$ cat config.mk
export PLATFORM = sky130hd
export DESIGN_NAME = phy_mode_ctrl
export DESIGN_NICKNAME = d
export VERILOG_FILES = /design/src/rtl/phy_mode_pkg.sv /design/src/rtl/pmc_rst_sync.sv /design/src/rtl/pmc_mode_reg.sv /design/src/rtl/pmc_sqe_gen.sv /design/src/rtl/pmc_mii_ctl.sv /design/src/rtl/phy_mode_ctrl.sv
export SDC_FILE = /design/constraint.sdc
export NUM_CORES = 1
export LEC_CHECK = 0
export ABC_AREA = 1
export BUFFER_PORTS_ARGS = -buffer_cell sky130_fd_sc_hd__buf_2
export CAP_MARGIN = 10
export CELL_PAD_IN_SITES_DETAIL_PLACEMENT = 1
export CELL_PAD_IN_SITES_GLOBAL_PLACEMENT = 1
export CORE_AREA = 2 2 72 74
export CTS_CLUSTER_SIZE = 25
export DETAILED_ROUTE_END_ITERATION = 10
export DIE_AREA = 0 0 74 76
export GPL_TIMING_DRIVEN = 1
export PLACE_DENSITY_LB_ADDON = 0.1
export SETUP_SLACK_MARGIN = 0.02
export SLEW_MARGIN = 15
export SYNTH_ARGS = -nofsm -noshare
export SYNTH_HDL_FRONTEND = slang
export SYNTH_HIERARCHICAL = 1
export SYNTH_SLANG_ARGS = --single-unit
$ cat constraint.sdc
create_clock -name clk -period 1.22 [get_ports clk]
set_clock_uncertainty 0.2 [all_clocks]
set_input_delay 0.183 -clock clk [delete_from_list [all_inputs] [get_ports clk]]
set_output_delay 0.183 -clock clk [all_outputs]
set_load 0.03 [all_outputs]
$ cat src/rtl/phy_mode_pkg.sv
package phy_mode_pkg;
  localparam int REG_W  = 16;
  localparam int B_RPT  = 15;
  localparam int B_IPOL = 14;
  localparam int B_TXHZ = 12;
  localparam int B_SQEI = 11;
  localparam int B_NLB  = 10;
  localparam logic [REG_W-1:0] RST_VAL = 16'h0140;
  localparam logic [REG_W-1:0] WR_MASK = 16'hDFF0;

  typedef struct packed {
    logic rpt;
    logic ipol;
    logic txhz;
    logic sqe_inh;
    logic nat_lb;
  } mode_ctl_t;
endpackage

$ cat src/rtl/pmc_rst_sync.sv
module pmc_rst_sync (
  input  logic clk,
  input  logic rst_n,
  output logic rst_n_sync
);
  logic [1:0] sync_q;

  always_ff @(posedge clk or negedge rst_n) begin
    if (!rst_n) sync_q <= 2'b00;
    else        sync_q <= {sync_q[0], 1'b1};
  end

  assign rst_n_sync = sync_q[1];
endmodule

$ cat src/rtl/pmc_mode_reg.sv
module pmc_mode_reg
  import phy_mode_pkg::*;
#(
  parameter int ADDR_W   = 5,
  parameter int REG_ADDR = 16
) (
  input  logic              clk,
  input  logic              rst_n,
  input  logic [ADDR_W-1:0] addr,
  input  logic              we,
  input  logic [REG_W-1:0]  wdata,
  output logic [REG_W-1:0]  rdata,
  output mode_ctl_t         ctl
);
  localparam logic [ADDR_W-1:0] MY_ADDR = ADDR_W'(REG_ADDR);

  logic [REG_W-1:0] val_q, val_nxt;
  logic             hit, wr_en;

  assign hit   = (addr == MY_ADDR);
  assign wr_en = we & hit;

  always_comb begin
    val_nxt = (wdata & WR_MASK) | (val_q & ~WR_MASK);
  end

  always_ff @(posedge clk or negedge rst_n) begin
    if (!rst_n)     val_q <= RST_VAL;
    else if (wr_en) val_q <= val_nxt;
  end

  always_comb begin
    rdata = hit ? (val_q & WR_MASK) : '0;
  end

  assign ctl.rpt     = val_q[B_RPT];
  assign ctl.ipol    = val_q[B_IPOL];
  assign ctl.txhz    = val_q[B_TXHZ];
  assign ctl.sqe_inh = val_q[B_SQEI];
  assign ctl.nat_lb  = val_q[B_NLB];

  // a write elsewhere leaves the register untouched
  p_no_stray_write_r2: assert property (@(posedge clk) disable iff (!rst_n)
    (we && !hit) |=> $stable(val_q));

  // fixed-zero bits never become set
  p_fixed_zero_r2: assert property (@(posedge clk) disable iff (!rst_n)
    (val_q & ~WR_MASK) == '0);
endmodule

$ cat src/rtl/pmc_sqe_gen.sv
module pmc_sqe_gen #(
  parameter int SQE_DELAY = 8,
  parameter int SQE_WIDTH = 10
) (
  input  logic clk,
  input  logic rst_n,
  input  logic tx_en,
  input  logic arm,
  output logic pulse
);
  localparam int LAST = SQE_DELAY + SQE_WIDTH - 1;
  localparam int CW   = $clog2(LAST + 2);
  localparam int RW   = $clog2(SQE_WIDTH + 2);
  localparam logic [CW-1:0] C_DLY  = CW'(SQE_DELAY);
  localparam logic [CW-1:0] C_LAST = CW'(LAST);
  localparam logic [RW-1:0] R_MAX  = RW'(SQE_WIDTH);

  logic          tx_q;
  logic          busy_q, busy_nxt;
  logic [CW-1:0] cnt_q, cnt_nxt;
  logic          fall, step;

  assign fall = tx_q & ~tx_en;
  assign step = busy_q | (fall & arm);

  always_comb begin
    busy_nxt = busy_q;
    cnt_nxt  = cnt_q;
    if (fall && arm) begin
      busy_nxt = 1'b1;
      cnt_nxt  = '0;
    end else if (busy_q) begin
      if (cnt_q == C_LAST) begin
        busy_nxt = 1'b0;
        cnt_nxt  = '0;
      end else begin
        cnt_nxt  = cnt_q + 1'b1;
      end
    end
  end

  always_ff @(posedge clk or negedge rst_n) begin
    if (!rst_n) tx_q <= 1'b0;
    else        tx_q <= tx_en;
  end

  always_ff @(posedge clk or negedge rst_n) begin
    if (!rst_n) begin
      busy_q <= 1'b0;
      cnt_q  <= '0;
    end else if (step) begin
      busy_q <= busy_nxt;
      cnt_q  <= cnt_nxt;
    end
  end

  assign pulse = busy_q & (cnt_q >= C_DLY);

  // checker: length of the current pulse run
  logic [RW-1:0] run_q;
  always_ff @(posedge clk or negedge rst_n) begin
    if (!rst_n)     run_q <= '0;
    else if (pulse) run_q <= (run_q == R_MAX) ? run_q : run_q + 1'b1;
    else            run_q <= '0;
  end

  // a pulse never lasts longer than its configured width
  p_sqe_width_r7: assert property (@(posedge clk) disable iff (!rst_n)
    pulse |-> (run_q < R_MAX));

  // an unarmed fall with nothing running starts no pulse
  p_sqe_unarmed_r8: assert property (@(posedge clk) disable iff (!rst_n)
    (fall && !arm && !busy_q) |=> !pulse);
endmodule

$ cat src/rtl/pmc_mii_ctl.sv
module pmc_mii_ctl
  import phy_mode_pkg::*;
#(
  parameter int NIB_W = 4
) (
  input  logic             clk,
  input  logic             rst_n,
  input  mode_ctl_t        ctl,
  input  logic             is_10m,
  input  logic             dup_req,
  input  logic             irq_req,
  input  logic             tx_en,
  input  logic [NIB_W-1:0] txd,
  input  logic             rx_act,
  input  logic [NIB_W-1:0] rxd_in,
  input  logic             rx_dv_in,
  input  logic             col_line,
  input  logic             sqe,
  output logic             crs,
  output logic             col,
  output logic             full_dup,
  output logic             intr,
  output logic             tx_drv_en,
  output logic [NIB_W-1:0] rxd,
  output logic             rx_dv
);
  logic             lb_en;
  logic [NIB_W-1:0] rxd_nxt, rxd_q;
  logic             dv_nxt, dv_q;

  always_comb begin
    full_dup = dup_req & ~ctl.rpt;
    if (ctl.rpt)       crs = rx_act;
    else if (full_dup) crs = rx_act;
    else               crs = rx_act | tx_en;
    intr      = ctl.ipol ? irq_req : ~irq_req;
    tx_drv_en = ~ctl.txhz;
    col       = col_line | sqe;
  end

  assign lb_en = ctl.nat_lb & is_10m;

  always_comb begin
    rxd_nxt = lb_en ? txd   : rxd_in;
    dv_nxt  = lb_en ? tx_en : rx_dv_in;
  end

  always_ff @(posedge clk or negedge rst_n) begin
    if (!rst_n) begin
      rxd_q <= '0;
      dv_q  <= 1'b0;
    end else begin
      rxd_q <= rxd_nxt;
      dv_q  <= dv_nxt;
    end
  end

  assign rxd   = rxd_q;
  assign rx_dv = dv_q;

  // repeater mode never reports full duplex
  p_fdx_off_r3: assert property (@(posedge clk) disable iff (!rst_n)
    ctl.rpt |-> !full_dup);

  // in repeater mode own transmission does not raise carrier
  p_crs_rpt_r4: assert property (@(posedge clk) disable iff (!rst_n)
    (ctl.rpt && !rx_act) |-> !crs);

  // a pending request drives the pin to the configured level
  p_intr_pol_r5: assert property (@(posedge clk) disable iff (!rst_n)
    irq_req |-> (intr == ctl.ipol));

  // loopback data appears one edge later, aligned with valid
  p_lb_align_r9: assert property (@(posedge clk) disable iff (!rst_n)
    $past(lb_en) |-> (rxd == $past(txd) && rx_dv == $past(tx_en)));

  // the test pulse always reaches COL
  p_col_sqe_r10: assert property (@(posedge clk) disable iff (!rst_n)
    sqe |-> col);
endmodule

$ cat src/rtl/phy_mode_ctrl.sv
module phy_mode_ctrl
  import phy_mode_pkg::*;
#(
  parameter int ADDR_W    = 5,
  parameter int REG_ADDR  = 16,
  parameter int NIB_W     = 4,
  parameter int SQE_DELAY = 8,
  parameter int SQE_WIDTH = 10
) (
  input  logic              clk,
  input  logic              rst_n,
  input  logic [ADDR_W-1:0] reg_addr,
  input  logic              reg_we,
  input  logic [15:0]       reg_wdata,
  output logic [15:0]       reg_rdata,
  input  logic              is_10m,
  input  logic              dup_req,
  input  logic              irq_req,
  input  logic              tx_en,
  input  logic [NIB_W-1:0]  txd,
  input  logic              rx_act,
  input  logic [NIB_W-1:0]  rxd_in,
  input  logic              rx_dv_in,
  input  logic              col_line,
  output logic              crs,
  output logic              col,
  output logic              full_dup,
  output logic              intr,
  output logic              tx_drv_en,
  output logic [NIB_W-1:0]  rxd,
  output logic              rx_dv
);
  logic      rst_ni;
  mode_ctl_t ctl;
  logic      sqe_arm, sqe;

  pmc_rst_sync u_rst (
    .clk        (clk),
    .rst_n      (rst_n),
    .rst_n_sync (rst_ni)
  );

  pmc_mode_reg #(
    .ADDR_W   (ADDR_W),
    .REG_ADDR (REG_ADDR)
  ) u_reg (
    .clk   (clk),
    .rst_n (rst_ni),
    .addr  (reg_addr),
    .we    (reg_we),
    .wdata (reg_wdata),
    .rdata (reg_rdata),
    .ctl   (ctl)
  );

  assign sqe_arm = is_10m & ~ctl.sqe_inh & ~ctl.rpt;

  pmc_sqe_gen #(
    .SQE_DELAY (SQE_DELAY),
    .SQE_WIDTH (SQE_WIDTH)
  ) u_sqe (
    .clk   (clk),
    .rst_n (rst_ni),
    .tx_en (tx_en),
    .arm   (sqe_arm),
    .pulse (sqe)
  );

  pmc_mii_ctl #(
    .NIB_W (NIB_W)
  ) u_mii (
    .clk       (clk),
    .rst_n     (rst_ni),
    .ctl       (ctl),
    .is_10m    (is_10m),
    .dup_req   (dup_req),
    .irq_req   (irq_req),
    .tx_en     (tx_en),
    .txd       (txd),
    .rx_act    (rx_act),
    .rxd_in    (rxd_in),
    .rx_dv_in  (rx_dv_in),
    .col_line  (col_line),
    .sqe       (sqe),
    .crs       (crs),
    .col       (col),
    .full_dup  (full_dup),
    .intr      (intr),
    .tx_drv_en (tx_drv_en),
    .rxd       (rxd),
    .rx_dv     (rx_dv)
  );
endmodule

# ---- Yosys cells after proc, flatten, opt, wreduce, memory -nomap -nowiden
# Index checks and enable logic that the tools add are counted.
dict set report op_classes {
  n_eq_ne 2
  n_reduce_logical 3
  mux 12
  addsub 1
  bitwise_logic 17
  magnitude_cmp 1
}
# operator count
set op_table {}
lappend op_table {{16-bit two-way mux} 1}
lappend op_table {{16-bit by 14-bit OR with 16-bit output} 1}
lappend op_table {{5-bit two-way mux} 3}
lappend op_table {{5-bit == test, second input constant} 2}
lappend op_table {{1-bit AND} 8}
lappend op_table {{1-bit two-way mux} 7}
lappend op_table {{5-bit by 1-bit adder with 5-bit output, second input constant} 1}
lappend op_table {{5-bit by 4-bit >= comparator with 1-bit output, second input constant} 1}
lappend op_table {{1-bit NOT} 5}
lappend op_table {{4-bit two-way mux} 1}
lappend op_table {{1-bit OR} 3}
lappend op_table {{2-bit AND reduction} 1}
lappend op_table {{2-bit nonzero test} 1}
lappend op_table {{1-bit logical AND} 1}
dict set report totals {
  output_inout_bits 26
  reg_bits 30
  word_cells 43
}

# ---- Depth between registers and ports, before layout
dict set report logic_depth {
  word_depth 6
  depth_mapped 7
  mapped_depth_nobuf 7
}

# ---- Modules after synthesis
# The synthesis kept the hierarchy.
# module area_per_inst_um2 cells_per_inst n_inst
set by_module_without_submodules {}
lappend by_module_without_submodules {pmc_mode_reg 656.9 89 1}
lappend by_module_without_submodules {pmc_sqe_gen 405.4 44 1}
lappend by_module_without_submodules {pmc_mii_ctl 236.5 30 1}
lappend by_module_without_submodules {pmc_rst_sync 53.8 3 1}
lappend by_module_without_submodules {phy_mode_ctrl 13.8 3 1}

# ---- Worst setup path after synthesis
# No wires, ideal clock.
dict set report synth_timing {
  kind {flip-flop to output port}
  start {register u_reg.val_q[14]}
  end {output port intr}
  n_path_buf 1
  path_stages_with_launch 3
  slack_ps -197
  t_arrival_ps 1034
  required_ps 837
  path_cell_list {dfrtp_1 > buf_4 > xnor2_1}
}
dict set report synth_between {
  elab_chain_len 1
}
# element line_no
set synth_lines {}
lappend synth_lines {{start, declared} pmc_mode_reg.sv:17} ;# logic [REG_W-1:0] val_q, val_nxt;
lappend synth_lines {{start signal, assigned} pmc_mode_reg.sv:29} ;# else if (wr_en) val_q <= val_nxt;
lappend synth_lines {{1-bit two-way mux} pmc_mii_ctl.sv:36} ;# intr = ctl.ipol ? irq_req : ~irq_req;
lappend synth_lines {{end, declared} phy_mode_ctrl.sv:28} ;# output logic intr,
# No other way between the ends.

# ---- Worst setup path after layout
dict set report layout_timing {
  start {register u_sqe.cnt_q[4]}
  end {output port col}
}
dict set report layout_between {
  elab_chain_len 3
}
# element line_no
set layout_lines {}
lappend layout_lines {{start, declared} pmc_sqe_gen.sv:20} ;# logic [CW-1:0] cnt_q, cnt_nxt;
lappend layout_lines {{start signal, assigned} pmc_sqe_gen.sv:53} ;# cnt_q <= cnt_nxt;
lappend layout_lines {{5-bit by 4-bit >= comparator with 1-bit output} pmc_sqe_gen.sv:57} ;# assign pulse = busy_q & (cnt_q >= C_DLY);
lappend layout_lines {{1-bit AND} pmc_sqe_gen.sv:57}
lappend layout_lines {{net sqe} phy_mode_ctrl.sv:35} ;# logic sqe_arm, sqe;
lappend layout_lines {{1-bit OR} pmc_mii_ctl.sv:38} ;# col = col_line | sqe;
lappend layout_lines {{end, declared} phy_mode_ctrl.sv:26} ;# output logic col,
# The timed path passes the listed nets, and every way through them passes these cells.

==> metrics.json <==
{
  "grt_max_degree": 22,
  "routed_wl_mm": 4.34,
  "cp_slowest_cell": "dfrtp_1",
  "dp.final_hpwl_mm": 2.94,
  "cp_slowest_stage_delay_ps": 400,
  "path_delay_family": "flip-flops",
  "clock_path_buffers": 2,
  "critical_path_required_ps": 840,
  "tritoncts_clock_tree": "yes",
  "ys_top_cells_by_area": "dfrtp_1, nand2_1, nand4_1",
  "gate_count_post_synth": 169,
  "numPlacedInstances": 300,
  "min_period_ps": 1510,
  "drt.antenna.violating_nets": 0,
  "flow.area_growth_from_synthesis_pct": 80.7,
  "worstPathArrival_ps": 1130,
  "vias": 1453,
  "grt_pass1_wl_mm": 7.47,
  "clk_pin_slew_worst_paths_ps": 90,
  "final_area_um2": 2470,
  "count_of_port_buffers_added_during_placement": 54,
  "final_hold_viol_count": 0,
  "path_class": "reg -> out",
  "final_layout_size_suffix_gt1_share_pct": 53.6,
  "htree_num_levels": 1,
  "yosysUniqueCellTypes": 21,
  "clock_sinks": 25,
  "netlist_top_cells_count": "nand2_1, dfrtp_1, inv_1, nand3_1, nand4_1",
  "path_cells": "inv_2, a21oi_2, or2_4, buf_6",
  "yosys.area.top_type": "dfrtp_1",
  "max-cap-violations": 0,
  "fp.dieArea_um2": 5620,
  "globalRoute.totalOverflow": 0,
  "timing.critical_path.from_type": "register",
  "finalWeightedCongestion": 0.736,
  "routed_wirelength_normalized_by_instance_count_um": 12.9,
  "first_iter_violations": 44,
  "number_of_global_route_vias_before_repair": 1688,
  "synth_flop_cell": "dfrtp_1",
  "core_area_um2": 4910,
  "vdd_ir_drop_max_uv": 516,
  "leakage_nw": 1.22,
  "timing.setup.tns_ps": -3080,
  "synthesis.area_um2": 1370,
  "floorplan.die.width_um": 74,
  "route.detailed.drc": 0,
  "post_synthesis_async_set_or_reset_flop_share_pct": 100,
  "clkLatencyLatePin_ps": 260,
  "final-instance-count-excl-fill": 337,
  "setup_viol": 22,
  "nFillCells": 567,
  "yosysTopAreaCellShare_pct": 42.1,
  "design.portCount": 65,
  "worstPathMaxFanout": 2,
  "syn_area_per_cell_um2": 8.08,
  "nets": 309,
  "placement_rows": 26,
  "report.final.slew_viol_count": 0,
  "synth_sequential_area_ratio_pct": 46.0,
  "tritoncts.num_buffers": 3,
  "violations": "setup timing",
  "n_antenna_cell": 0,
  "synth_most_common_cell": "nand2_1",
  "final.setup.worst_slack_ps": -292,
  "wp_buf_inv": 2,
  "status": "finished with violations",
  "timing.hold.worst.class": "in -> async",
  "track_usage_pct": 16.8,
  "final_min_period_over_clock_period_pct": 124,
  "clock_tree.root_cell": "clkbuf_8",
  "synth-seq-cells": 25,
  "die_h_um": 76,
  "fmax_mhz": 662,
  "detailedRoute.firstPassIterationCount": 4,
  "rsz_0062_raised_after_global_routing": "true",
  "routed_via_density": 4.31,
  "initial_core_util_pct": 27.8,
  "power_density_nw_per_um2": 1330,
  "worstSetupEndpointType": "primary output",
  "dpl-instance-area_um2": 1880,
  "yosys_warnings": 6,
  "synth-edff-count": 0,
  "grt_antenna_before_repair": 0
}
-- flip-flops by register name, summed over array words and instances (netlist names) --
register and cells:
u_mii/rxd 4, u_mii/rx_dv 1, u_rst/sync_q 2, u_sqe/busy_q 1
u_reg/val_q 11, u_sqe/cnt_q 5, u_sqe/tx_q 1
-- worst paths after layout --
kind	from	endpoint	slack, ps	depth (start not counted)
min	rst_n	u_rst/sync_q[1]$_DFF_PN0_	20	2
max reg2reg	u_reg/val_q[11]$_DFFE_PN0P_	u_sqe/cnt_q[1]$_DFFE_PN0P_	-150	7
min in group clk	reg_we	u_reg/val_q[6]$_DFFE_PN1P_	130	4
max in group asynchronous	u_rst/sync_q[1]$_DFF_PN0_	u_mii/rxd[2]$_DFF_PN0_	240	1
max	u_sqe/cnt_q[4]$_DFFE_PN0P_	col	-290	4
min reg2reg	u_rst/sync_q[1]$_DFF_PN0_	u_mii/rxd[3]$_DFF_PN0_	40	1
-- through the flow --
step / util (%) / setup WS, ps / hold WS (ps) / total power, mW
floorplan: - / -60.8 / -313 / 2.06
global placement: 38.3 / -178 / -230 / 2.41
detailed placement: 38.3 / -216 / -226 / 2.48
CTS: 48.6 / -308 / 11.6 / 3.26
global route: 50.3 / -352 / 28.0 / 3.54
finish: 50.3 / -292 / 23.4 / 3.29
-- where the power goes --
part           total, mW  switching (mW)  internal (mW)
clock              0.497           0.269          0.228
sequential          1.19           0.167           1.03
combinational       1.60           0.810          0.793
-- logic make-up (layout without fill, tap and decap cells) --
group / Yosys count / count (layout) / share of synthesized area, %
AOI/OAI and AO/OA: 5 / 5 / 2.93
xor gates and xnor gates: 2 / 2 / 1.28
adders and majority gates: 2 / 2 / 1.83
buffers and inverters: 39 / 133 / 15.0
DFF: 25 / 25 / 46.0
other: 2 / 6 / 0.550
and+or+nand+nor: 94 / 94 / 32.4
-- placed cells by master (no fill, tap or decap) --
cell type,Yosys,layout
xnor2_1,2,1
inv_2,0,15
clkinv_2,0,1
ha_1,2,2
nand2_1,44,37
nor2_4,0,14
inv_4,0,2
dfrtp_1,23,22
xnor2_2,0,1
dfstp_2,2,2
nand4_1,14,14
clkbuf_8,0,3
buf_6,2,27
dlygate4sd3_1,0,24
nand3_4,1,2
buf_12,0,2
nand2_2,2,7
or2_4,0,1
nor2_1,13,1
o21ai_2,4,4
inv_1,23,6
nand3_1,14,11
nor2_2,4,2
buf_2,2,32
dfrtp_2,0,1
buf_4,11,21
nand2_4,0,2
nand3_2,1,3
conb_1,2,6
a21oi_2,0,1
-- layout make-up --
class,count,area (um^2),share of cell area [%]
clock inverter,1,5.00,0.203
sequential,25,629,25.5
clock buffer,3,41.3,1.67
timing repair buffer,106,902,36.5
tap,70,87.6,3.55
inverter,23,91.3,3.70
multi-input combinational,109,712,28.8
-- what timing repair did --
item | CTS | global route
hold endpoints to repair | 21 | 0
setup endpoints to repair | 23 | 27
setup buffers | 6 | 3
pin swaps | 12 | 5
resized for setup | 68 | 21
hold buffers | 24 | 0
-- routing by layer --
layer  GRT usage [%]  share of wire, %  vias to the layer above
met4            3.27              0.58                        0
li1                -                 -                      709
met3            2.12               2.7                        2
met2            33.1                59                       30
met5               0                 0                        -
met1            18.4                38                      712
-- worst reg2reg max path: stages (launching register included) --
cell,delay (ps)
dfrtp_1,410
buf_6,130
inv_4,50
nand2_4,40
nor2_4,90
nand3_4,140
nand3_4,140
o21ai_2,70
No activity file was read; power rests on OpenSTA's default activity.
